## src/rtl/adc_pgs_pkg.sv

```systemverilog
package adc_pgs_pkg;

   typedef enum logic [1:0] {
      PM_RUN   = 2'd0,
      PM_LIGHT = 2'd1,
      PM_DEEP  = 2'd2
   } pwr_mode_t;

   // deep shutdown wins when both request bits are set
   function automatic pwr_mode_t decode_req(input logic [1:0] req);
      if (req[1])      return PM_DEEP;
      else if (req[0]) return PM_LIGHT;
      else             return PM_RUN;
   endfunction

   function automatic int unsigned max2(input int unsigned a, input int unsigned b);
      return (a > b) ? a : b;
   endfunction

endpackage

```

## src/rtl/adc_pgs_power_ctl.sv

```systemverilog
module adc_pgs_power_ctl
   import adc_pgs_pkg::*;
#(
   parameter int unsigned CNT_W      = 8,
   parameter int unsigned WAKE_DEEP  = 20,
   parameter int unsigned WAKE_LIGHT = 3
) (
   input  logic             clk,
   input  logic             rst_n,
   input  logic [1:0]       pwr_req,
   output pwr_mode_t        mode,
   output logic             wake_evt,
   output logic [CNT_W-1:0] wake_dly
);
   pwr_mode_t mode_q;
   pwr_mode_t req_mode;

   always_comb begin
      req_mode = decode_req(pwr_req);
      wake_evt = (req_mode == PM_RUN) && (mode_q != PM_RUN);
      wake_dly = (mode_q == PM_DEEP) ? CNT_W'(WAKE_DEEP) : CNT_W'(WAKE_LIGHT);
   end

   always_ff @(posedge clk or negedge rst_n) begin
      if (!rst_n) mode_q <= PM_DEEP;
      else        mode_q <= req_mode;
   end

   assign mode = mode_q;
endmodule

```

## src/rtl/adc_pgs_gain_ctl.sv

```systemverilog
module adc_pgs_gain_ctl #(
   parameter int unsigned CNT_W      = 8,
   parameter int unsigned LOW_DLY    = 12,
   parameter int unsigned UP_DLY     = 5,
   parameter int unsigned DOWN_DLY   = 9,
   parameter int unsigned DOWN_PD    = 4,
   parameter bit          PULLDOWN   = 1'b0
) (
   input  logic             clk,
   input  logic             rst_n,
   input  logic [1:0]       gain_req,
   input  logic             conv_busy,
   output logic [1:0]       code,
   output logic             step_evt,
   output logic [CNT_W-1:0] step_dly
);
   logic [1:0]       code_q;
   logic [CNT_W-1:0] down_dly;

   generate
      if (PULLDOWN) begin : g_pd_fitted
         assign down_dly = CNT_W'(DOWN_PD);
      end else begin : g_pd_absent
         assign down_dly = CNT_W'(DOWN_DLY);
      end
   endgenerate

   always_comb begin
      step_evt = (gain_req != code_q) && !conv_busy;
      if (!gain_req[0])                              step_dly = CNT_W'(LOW_DLY);
      else if (gain_req == 2'b01 && code_q == 2'b11) step_dly = down_dly;
      else                                           step_dly = CNT_W'(UP_DLY);
   end

   always_ff @(posedge clk or negedge rst_n) begin
      if (!rst_n)        code_q <= 2'b11;
      else if (step_evt) code_q <= gain_req;
   end

   assign code = code_q;
endmodule

```

## src/rtl/adc_pgs_settle_timer.sv

```systemverilog
module adc_pgs_settle_timer #(
   parameter int unsigned CNT_W = 8
) (
   input  logic             clk,
   input  logic             rst_n,
   input  logic             load,
   input  logic [CNT_W-1:0] load_val,
   output logic             expired
);
   logic [CNT_W-1:0] cnt_q;

   always_ff @(posedge clk or negedge rst_n) begin
      if (!rst_n)               cnt_q <= '0;
      else if (load)            cnt_q <= load_val;
      else if (cnt_q != '0)     cnt_q <= cnt_q - 1'b1;
   end

   assign expired = (cnt_q == '0);
endmodule

```

## src/rtl/adc_pwr_gain_seq.sv

```systemverilog
module adc_pwr_gain_seq
   import adc_pgs_pkg::*;
#(
   parameter int unsigned WAKE_SLEEP_CYC   = 500_000,
   parameter int unsigned WAKE_NAP_CYC     = 10,
   parameter int unsigned GAIN_LOW_CYC     = 30_000_000,
   parameter int unsigned GAIN_UP_CYC      = 150_000,
   parameter int unsigned GAIN_DOWN_CYC    = 20_000_000,
   parameter int unsigned GAIN_DOWN_PD_CYC = 5_000_000,
   parameter bit          PULLDOWN_FITTED  = 1'b0
) (
   input  logic       clk,
   input  logic       rst_n,
   input  logic [1:0] pwr_req,
   input  logic [1:0] gain_req,
   input  logic       conv_busy,
   output logic       sleep_n,
   output logic       nap_n,
   output logic [1:0] gain_code,
   output logic       ready
);
   localparam int unsigned MAX_DLY = max2(max2(max2(WAKE_SLEEP_CYC, WAKE_NAP_CYC),
                                               max2(GAIN_LOW_CYC, GAIN_UP_CYC)),
                                          max2(GAIN_DOWN_CYC, GAIN_DOWN_PD_CYC));
   localparam int unsigned CNT_W   = $clog2(MAX_DLY + 1);

   if (WAKE_SLEEP_CYC < 1 || WAKE_NAP_CYC < 1 || GAIN_LOW_CYC < 1 ||
       GAIN_UP_CYC < 1 || GAIN_DOWN_CYC < 1 || GAIN_DOWN_PD_CYC < 1) begin : g_bad_dly
      $error("adc_pwr_gain_seq: every delay must be at least one cycle");
   end

   pwr_mode_t        mode;
   logic             wake_evt, step_evt, tmr_done, tmr_load;
   logic [CNT_W-1:0] wake_dly, step_dly, load_val;

   adc_pgs_power_ctl #(
      .CNT_W(CNT_W), .WAKE_DEEP(WAKE_SLEEP_CYC), .WAKE_LIGHT(WAKE_NAP_CYC)
   ) pwr_i (
      .clk(clk), .rst_n(rst_n), .pwr_req(pwr_req),
      .mode(mode), .wake_evt(wake_evt), .wake_dly(wake_dly)
   );

   adc_pgs_gain_ctl #(
      .CNT_W(CNT_W), .LOW_DLY(GAIN_LOW_CYC), .UP_DLY(GAIN_UP_CYC),
      .DOWN_DLY(GAIN_DOWN_CYC), .DOWN_PD(GAIN_DOWN_PD_CYC), .PULLDOWN(PULLDOWN_FITTED)
   ) gain_i (
      .clk(clk), .rst_n(rst_n), .gain_req(gain_req), .conv_busy(conv_busy),
      .code(gain_code), .step_evt(step_evt), .step_dly(step_dly)
   );

   // a wake and a span step on the same edge share one wait: the longer one
   always_comb begin
      tmr_load = wake_evt || step_evt;
      load_val = '0;
      if (wake_evt) load_val = wake_dly;
      if (step_evt && step_dly > load_val) load_val = step_dly;
   end

   adc_pgs_settle_timer #(.CNT_W(CNT_W)) tmr_i (
      .clk(clk), .rst_n(rst_n), .load(tmr_load), .load_val(load_val), .expired(tmr_done)
   );

   assign sleep_n = (mode != PM_DEEP);
   assign nap_n   = (mode != PM_LIGHT);
   assign ready   = (mode == PM_RUN) && tmr_done;
endmodule

```

## config.mk

```make
export PLATFORM = sky130hd
export DESIGN_NAME = adc_pwr_gain_seq
export DESIGN_NICKNAME = d
export VERILOG_FILES = /design/src/rtl/adc_pgs_pkg.sv /design/src/rtl/adc_pgs_power_ctl.sv /design/src/rtl/adc_pgs_gain_ctl.sv /design/src/rtl/adc_pgs_settle_timer.sv /design/src/rtl/adc_pwr_gain_seq.sv
export SDC_FILE = /design/constraint.sdc
export NUM_CORES = 1
export LEC_CHECK = 0
export ABC_AREA = 1
export BUFFER_PORTS_ARGS = -buffer_cell sky130_fd_sc_hd__buf_2
export CORE_MARGIN = 2
export CORE_UTILIZATION = 60
export CTS_BUF_LIST = sky130_fd_sc_hd__clkbuf_16
export CTS_CLUSTER_SIZE = 8
export DETAILED_ROUTE_END_ITERATION = 16
export PLACE_DENSITY_LB_ADDON = 0.08
export SYNTH_ARGS = -nofsm -noshare
export SYNTH_HDL_FRONTEND = slang
export SYNTH_HIERARCHICAL = 1
export SYNTH_SLANG_ARGS = --single-unit
```

## constraint.sdc

```tcl
create_clock -name clk -period 4.5 [get_ports clk]
set_input_delay 0.675 -clock clk [delete_from_list [all_inputs] [get_ports clk]]
set_output_delay 0.675 -clock clk [all_outputs]
set_load 0.005 [all_outputs]
```

# Yosys cells after proc, flatten, opt, wreduce, memory -nomap -nowiden
# Cells that the tools add are included.
# W data, S select, Z words.
[op_classes]
magnitude_cmp = 1
n_addsub = 1
n_eq_ne = 6
mux = 9
n_reduce_logical = 13
[op_table]
columns = ["operator", "count"]
rows = [
  ["$mux W25", 6],
  ["$gt A25 B25 Y1", 1],
  ["$logic_not A25 Y1", 1],
  ["$reduce_bool A25 Y1", 1],
  ["$sub A25 B1 Y25 const B", 1],
  ["$mux W19", 1],
  ["$logic_and A1 B1 Y1", 5],
  ["$eq A2 B2 Y1 const B", 2],
  ["$logic_not A2 Y1", 2],
  ["$reduce_bool A2 Y1", 2],
  ["$eq A2 B1 Y1 const B", 1],
  ["$mux W2", 1],
  ["$ne A2 B1 Y1 const B", 1],
  ["$ne A2 B2 Y1", 1],
  ["$ne A2 B2 Y1 const B", 1],
  ["$logic_not A1 Y1", 1],
  ["$logic_or A1 B1 Y1", 1],
  ["$mux W1", 1],
]
[totals]
inputBits = 7
register_bits = 29
wordCells = 33
output_inout_bits = 5

# Depth between registers and ports, before layout
[logic_depth]
word_depth = 9
ltp_mapped = 23
depth_no_buf = 21

# Hierarchy
# Netlist, hierarchy kept.
[by_module_without_submodules]
columns = ["mod", "area_each_um2", "instances", "cells_per_inst", "seq_area_each_um2"]
rows = [
  ["adc_pgs_settle_timer", 1741.7, 1, 233, 625.6],
  ["adc_pwr_gain_seq", 1313.8, 1, 240, 0.0],
  ["adc_pgs_gain_ctl", 302.8, 1, 44, 52.6],
  ["adc_pgs_power_ctl", 264.0, 1, 35, 51.3],
]

# Worst setup path after synthesis
# OpenSTA, ideal clock, no wires.
[synth_path]
path_type = "in2reg"
from = "input port pwr_req[0]"
to = "register tmr_i.cnt_q[4]"
required_ps = 4379
slack_ps = 1548
setup_time_ps = 121
path_buffers = 4
arrival_ps = 2831
cell_stages = 17
cell_sequence = "inv_1 > nand2_1 > nor2_1 > clkbuf_1 > clkbuf_1 > nand2_1 > ha_1 > nand2_1 > nor2_1 > nand3_1 > o21a_1 > buf_6 > buf_2 > nand3_1 > nand2_1 > o21ai_0 > nor2_1"
[synth_between]
elab_chain_len = 9
elab_cells_between_ends = 11
classes_between = "order compare (1); mux (5); reduce/logical (5)"
[synth_lines]
columns = ["element", "line", "text"]
rows = [
  ["from (decl)", "adc_pwr_gain_seq.sv:14", "input logic [1:0] pwr_req,"],
  ["$mux W1 (*)", "adc_pgs_pkg.sv:12", "else if (req[0]) return PM_LIGHT;"],
  ["$mux W2 (*)", "adc_pgs_pkg.sv:11", "if (req[1]) return PM_DEEP;"],
  ["$logic_not A2 Y1 (*)", "adc_pgs_power_ctl.sv:20", "wake_evt = (req_mode == PM_RUN) && (mode_q != PM_RUN);"],
  ["$logic_and A1 B1 Y1 (*)", "adc_pgs_power_ctl.sv:20", ""],
  ["net wake_evt", "adc_pwr_gain_seq.sv:33", "logic wake_evt, step_evt, tmr_done, tmr_load;"],
  ["$mux W25 (*)", "adc_pwr_gain_seq.sv:55", "if (wake_evt) load_val = wake_dly;"],
  ["$gt A25 B25 Y1", "adc_pwr_gain_seq.sv:56", "if (step_evt && step_dly > load_val) load_val = step_dly;"],
  ["$logic_and A1 B1 Y1", "adc_pwr_gain_seq.sv:56", ""],
  ["$mux W25 (*)", "adc_pwr_gain_seq.sv:56", ""],
  ["net load_val[4]", "adc_pwr_gain_seq.sv:34", "logic [CNT_W-1:0] wake_dly, step_dly, load_val;"],
  ["$mux W25 (*)", "adc_pgs_settle_timer.sv:14", "else if (load) cnt_q <= load_val;"],
  ["to (signal assigned)", "adc_pgs_settle_timer.sv:14", ""],
  ["to (signal assigned)", "adc_pgs_settle_timer.sv:15", "else if (cnt_q != '0) cnt_q <= cnt_q - 1'b1;"],
  ["to (decl)", "adc_pgs_settle_timer.sv:10", "logic [CNT_W-1:0] cnt_q;"],
]
# Mark *: on every way through the listed nets, which the timed path passes. The rest lies on a longest branch.
# A chain may end at the register's enable or synchronous reset.

# Final worst setup path
[layout_path]
from = "input port gain_req[0]"
to = "register tmr_i.cnt_q[1]"
[layout_between]
elab_cells_between_ends = 12
classes_between = "order compare (1); eq/ne (2); mux (4); reduce/logical (5)"
[layout_rtl]
columns = ["element", "line", "text"]
rows = [
  ["from (decl)", "adc_pwr_gain_seq.sv:15", "input logic [1:0] gain_req,"],
  ["$mux W25", "adc_pgs_gain_ctl.sv:30", "if (!gain_req[0]) step_dly = CNT_W'(LOW_DLY);"],
  ["net step_dly[9]", "adc_pwr_gain_seq.sv:34", ""],
  ["$gt A25 B25 Y1", "adc_pwr_gain_seq.sv:56", ""],
  ["$logic_and A1 B1 Y1", "adc_pwr_gain_seq.sv:56", ""],
  ["$mux W25", "adc_pwr_gain_seq.sv:56", ""],
  ["net load_val[1]", "adc_pwr_gain_seq.sv:34", ""],
  ["$mux W25", "adc_pgs_settle_timer.sv:14", ""],
]
# The timed path passes the listed nets, and every way through them passes these cells.

==> results by group <==
Route
  • Final ANT Viol Nets: 0
  • Vias per cell: just under 5
  • Initial DRC Count: 149
  • 1st-pass router iterations: 4
  • Vias post-DR: between 2000 and 3000
  • DRC Markers: 0
  • Post-Route WL: 7070 µm
  • Average wire per standard cell: 11.6 µm

Logic synthesis
  • Syn Inst Count: 552
  • Number of synthesized flops with an enable pin: 0
  • Async S/R FF share, synth: 100%
  • Syn_area_per_cell: roughly 6.6 µm²
  • Distinct cells, synth: 38
  • Mapped Area: between 3000 and 4000 µm²
  • Seq cells post-synth: 29
  • Synth Flop Type: dfrtp_1
  • Sequential fraction of the synthesis area: 20.1%
  • Ys Warns: 6

Clock network
  • CTS root buf: clkbuf_16
  • Clock sinks: 29
  • Post-CTS sizing: 0
  • Worst-skew pair later-pin latency: about 270 ps
  • H-tree level count: 2
  • CTS tree: done
  • Clock-pin slew on the worst setup and hold paths: 50 ps
  • Clk buf depth: 2
  • TritonCTS Buffers: 5
  • # Post-CTS Setup Buffers: 0
  • Hold buffers post-CTS: 0

Worst setup path
  • Critical Path Max Stage Delay: 770 ps
  • Worst r2r path cells: 14
  • Crit path depth: 15
  • Crit-path most repeated cell: nand2_1
  • Worst r2r src: gain_i/code[0]
  • CP Launch Type: input port
  • CP arrival: approximately 3600 ps
  • Reg2Reg Setup Slack: 1180 ps
  • Cell family with most CP delay: simple AND/OR/NAND/NOR gates
  • Critical path peak fanout: 26
  • CP cell instances: buf_2, inv_1, nor2_2, inv_2, ha_1, nand2_1, inv_2, nand3_4, nand3b_1, o21a_1, nand2_8, nand2_1, nand2_1, o21ai_0, o21ai_0
  • CP required: about 4600 ps
  • Kind of critical path: input port to flop
  • Crit. End Element: flop
  • FF-to-FF End: tmr_i/cnt_q[1]
  • Crit path max-delay cell type: o21a_1
  • Buf+Inv Stages, Crit Path: 4

Global routing
  • M1 GR Usage: 33.5%
  • Vias in the first global route: 2709
  • First-pass GRT wire length: around 12000 µm
  • GRT Residual Overflow: 0
  • Initial antenna violation count: 0
  • GR Util met2: 38.2%
  • M3 GR Usage: 1.98%
  • Largest net degree at the start of global routing: 30
  • Total global-route track usage: 23.6%
  • Busiest layer in global routing: met2

Floorplan
  • Full die area: 6670 µm²
  • Core area: about 5900 µm²
  • Die X: 81.7 µm
  • # rows: 28
  • DIE HEIGHT: roughly 80 µm
  • Initial Util: 61.5%
  • # IOs: 12

STA
  • Maximum clock rate: 291 MHz
  • Tightest Pin Transition: 980 ps
  • Min Tclk post-route: approximately 3400 ps
  • Setup TNS: 0 ps
  • Final Hold Viols: 0
  • Post-route clock skew: 4.37 ps
  • RSZ-0062 raised after global routing: false
  • Fin crit share: between 70% and 80%
  • Worst slew margin: 34.7%
  • Fin. max-slew vios: 0
  • Final setup viols: 0

Finish
  • Most frequent cells in the layout: 181 x nand2_1, 63 x inv_1, 45 x nand3_1, 45 x nor2_1, 27 x ha_1
  • Commonest non-fill, non-tap cell in the layout: nand2_1
  • Layout cell share with drive strength beyond 1: 15.9%
  • ANT cells: 0
  • Post-layout instance area: ~3600 µm²
  • Area growth syn-to-layout: -1.97%
  • Final nets: approximately 570

Worst hold path
  • HP Class: input port to asynchronous set/reset pin

Placement
  • Final RePlAce weighted congestion: 0.907
  • Port Buffers: 11
  • DP HPWL: 5640 µm
  • Post-DP Area: 3410 µm²

Pwr
  • Final Total Pwr: approximately 1300 µW
  • Peak supply drop: roughly 0.28 mV
  • PwrDens: 365 nW/µm²
  • Leak pwr: approximately 0.002 µW

Flow run
  • # Max-Cap Violations: 0

Status
  • Status: completed
==> cell usage after synthesis, types with 7 or more instances <==
library cell	instances	area [µm²]
ha_1	27	338
dfrtp_1	26	651
nor2_2	11	68.8
o21ai_2	10	87.6
nand3_1	45	225
buf_4	46	345
nand2_1	181	679
nor2_1	45	169
nor2_4	7	78.8
o21ai_0	7	35.0
inv_1	62	233
nand2_2	18	113
==> through the flow <==
step	utilization (%)	worst slack, ps	hold WS, ps	instances
after floorplan	-	1550	379	572
after global placement	58.0	933	480	602
after detailed placement	58.0	800	507	602
after CTS	60.3	1090	450	610
after global routing	60.3	797	475	610
final	60.3	1070	417	610
==> cell type report <==
class | count | area [µm²]
clock buffer | 5 | 125
clock inverter | 3 | 13.8
fill | 580 | 2330
inverter | 66 | 250
multi-input combinational | 420 | 2280
sequential | 29 | 729
tap | 75 | 93.8
timing repair buffer | 12 | 62.6
==> cells by family after synthesis <==
group	Yosys count	synth area share (%)
XOR/XNOR	12	2.90
flip-flops	29	20.1
other	3	0.311
buffers and inverters	123	19.1
adder cells (fa/ha/maj)	27	9.33
AO/OA/AOI/OAI	32	5.94
AND/OR/NAND/NOR	326	42.3
==> per-layer routing <==
metal | wire length, µm | vias up
li1 | - | 1604
met1 | 3580 | 1291
met2 | 3220 | 41
met3 | 180 | 5
met4 | 85 | 0
met5 | 0 | -
==> report_power, final <==
part	total, µW	switching, µW	leakage (µW)	internal, µW
clock	309	109	0.0000748	200
sequential	393	69.7	0.000372	323
combinational	595	386	0.00158	209
total	1300	564	0.00203	732
==> worst reg2reg max path, stage by stage, from the launching register on <==
cell and delay [ps]:
dfstp_2 560, nand2_2 80, nor2_4 280, nor2_2 160, inv_2 120, ha_1 250
nand2_1 150, nor2_4 70, nand3b_1 80, o21a_1 770, nand2_8 250, nand2_1 120
nand2_1 50, o21ai_0 130, o21ai_0 110
==> worst max-delay path by stage <==
stage	startpoint	endpoint	slack, ps
floorplan	pwr_req[0]	tmr_i/cnt_q[4]	1550
global placement	gain_req[0]	tmr_i/cnt_q[1]	930
detailed placement	gain_req[0]	tmr_i/cnt_q[1]	800
CTS	gain_req[0]	tmr_i/cnt_q[1]	1090
global route	gain_req[0]	tmr_i/cnt_q[1]	800
finish	gain_req[0]	tmr_i/cnt_q[1]	1070
==> state kept, by name, indices dropped and copies added (netlist names) <==
register     count
pwr_i/mode       2
gain_i/code      2
tmr_i/cnt_q     25
(Power assumes the default switching activity.)
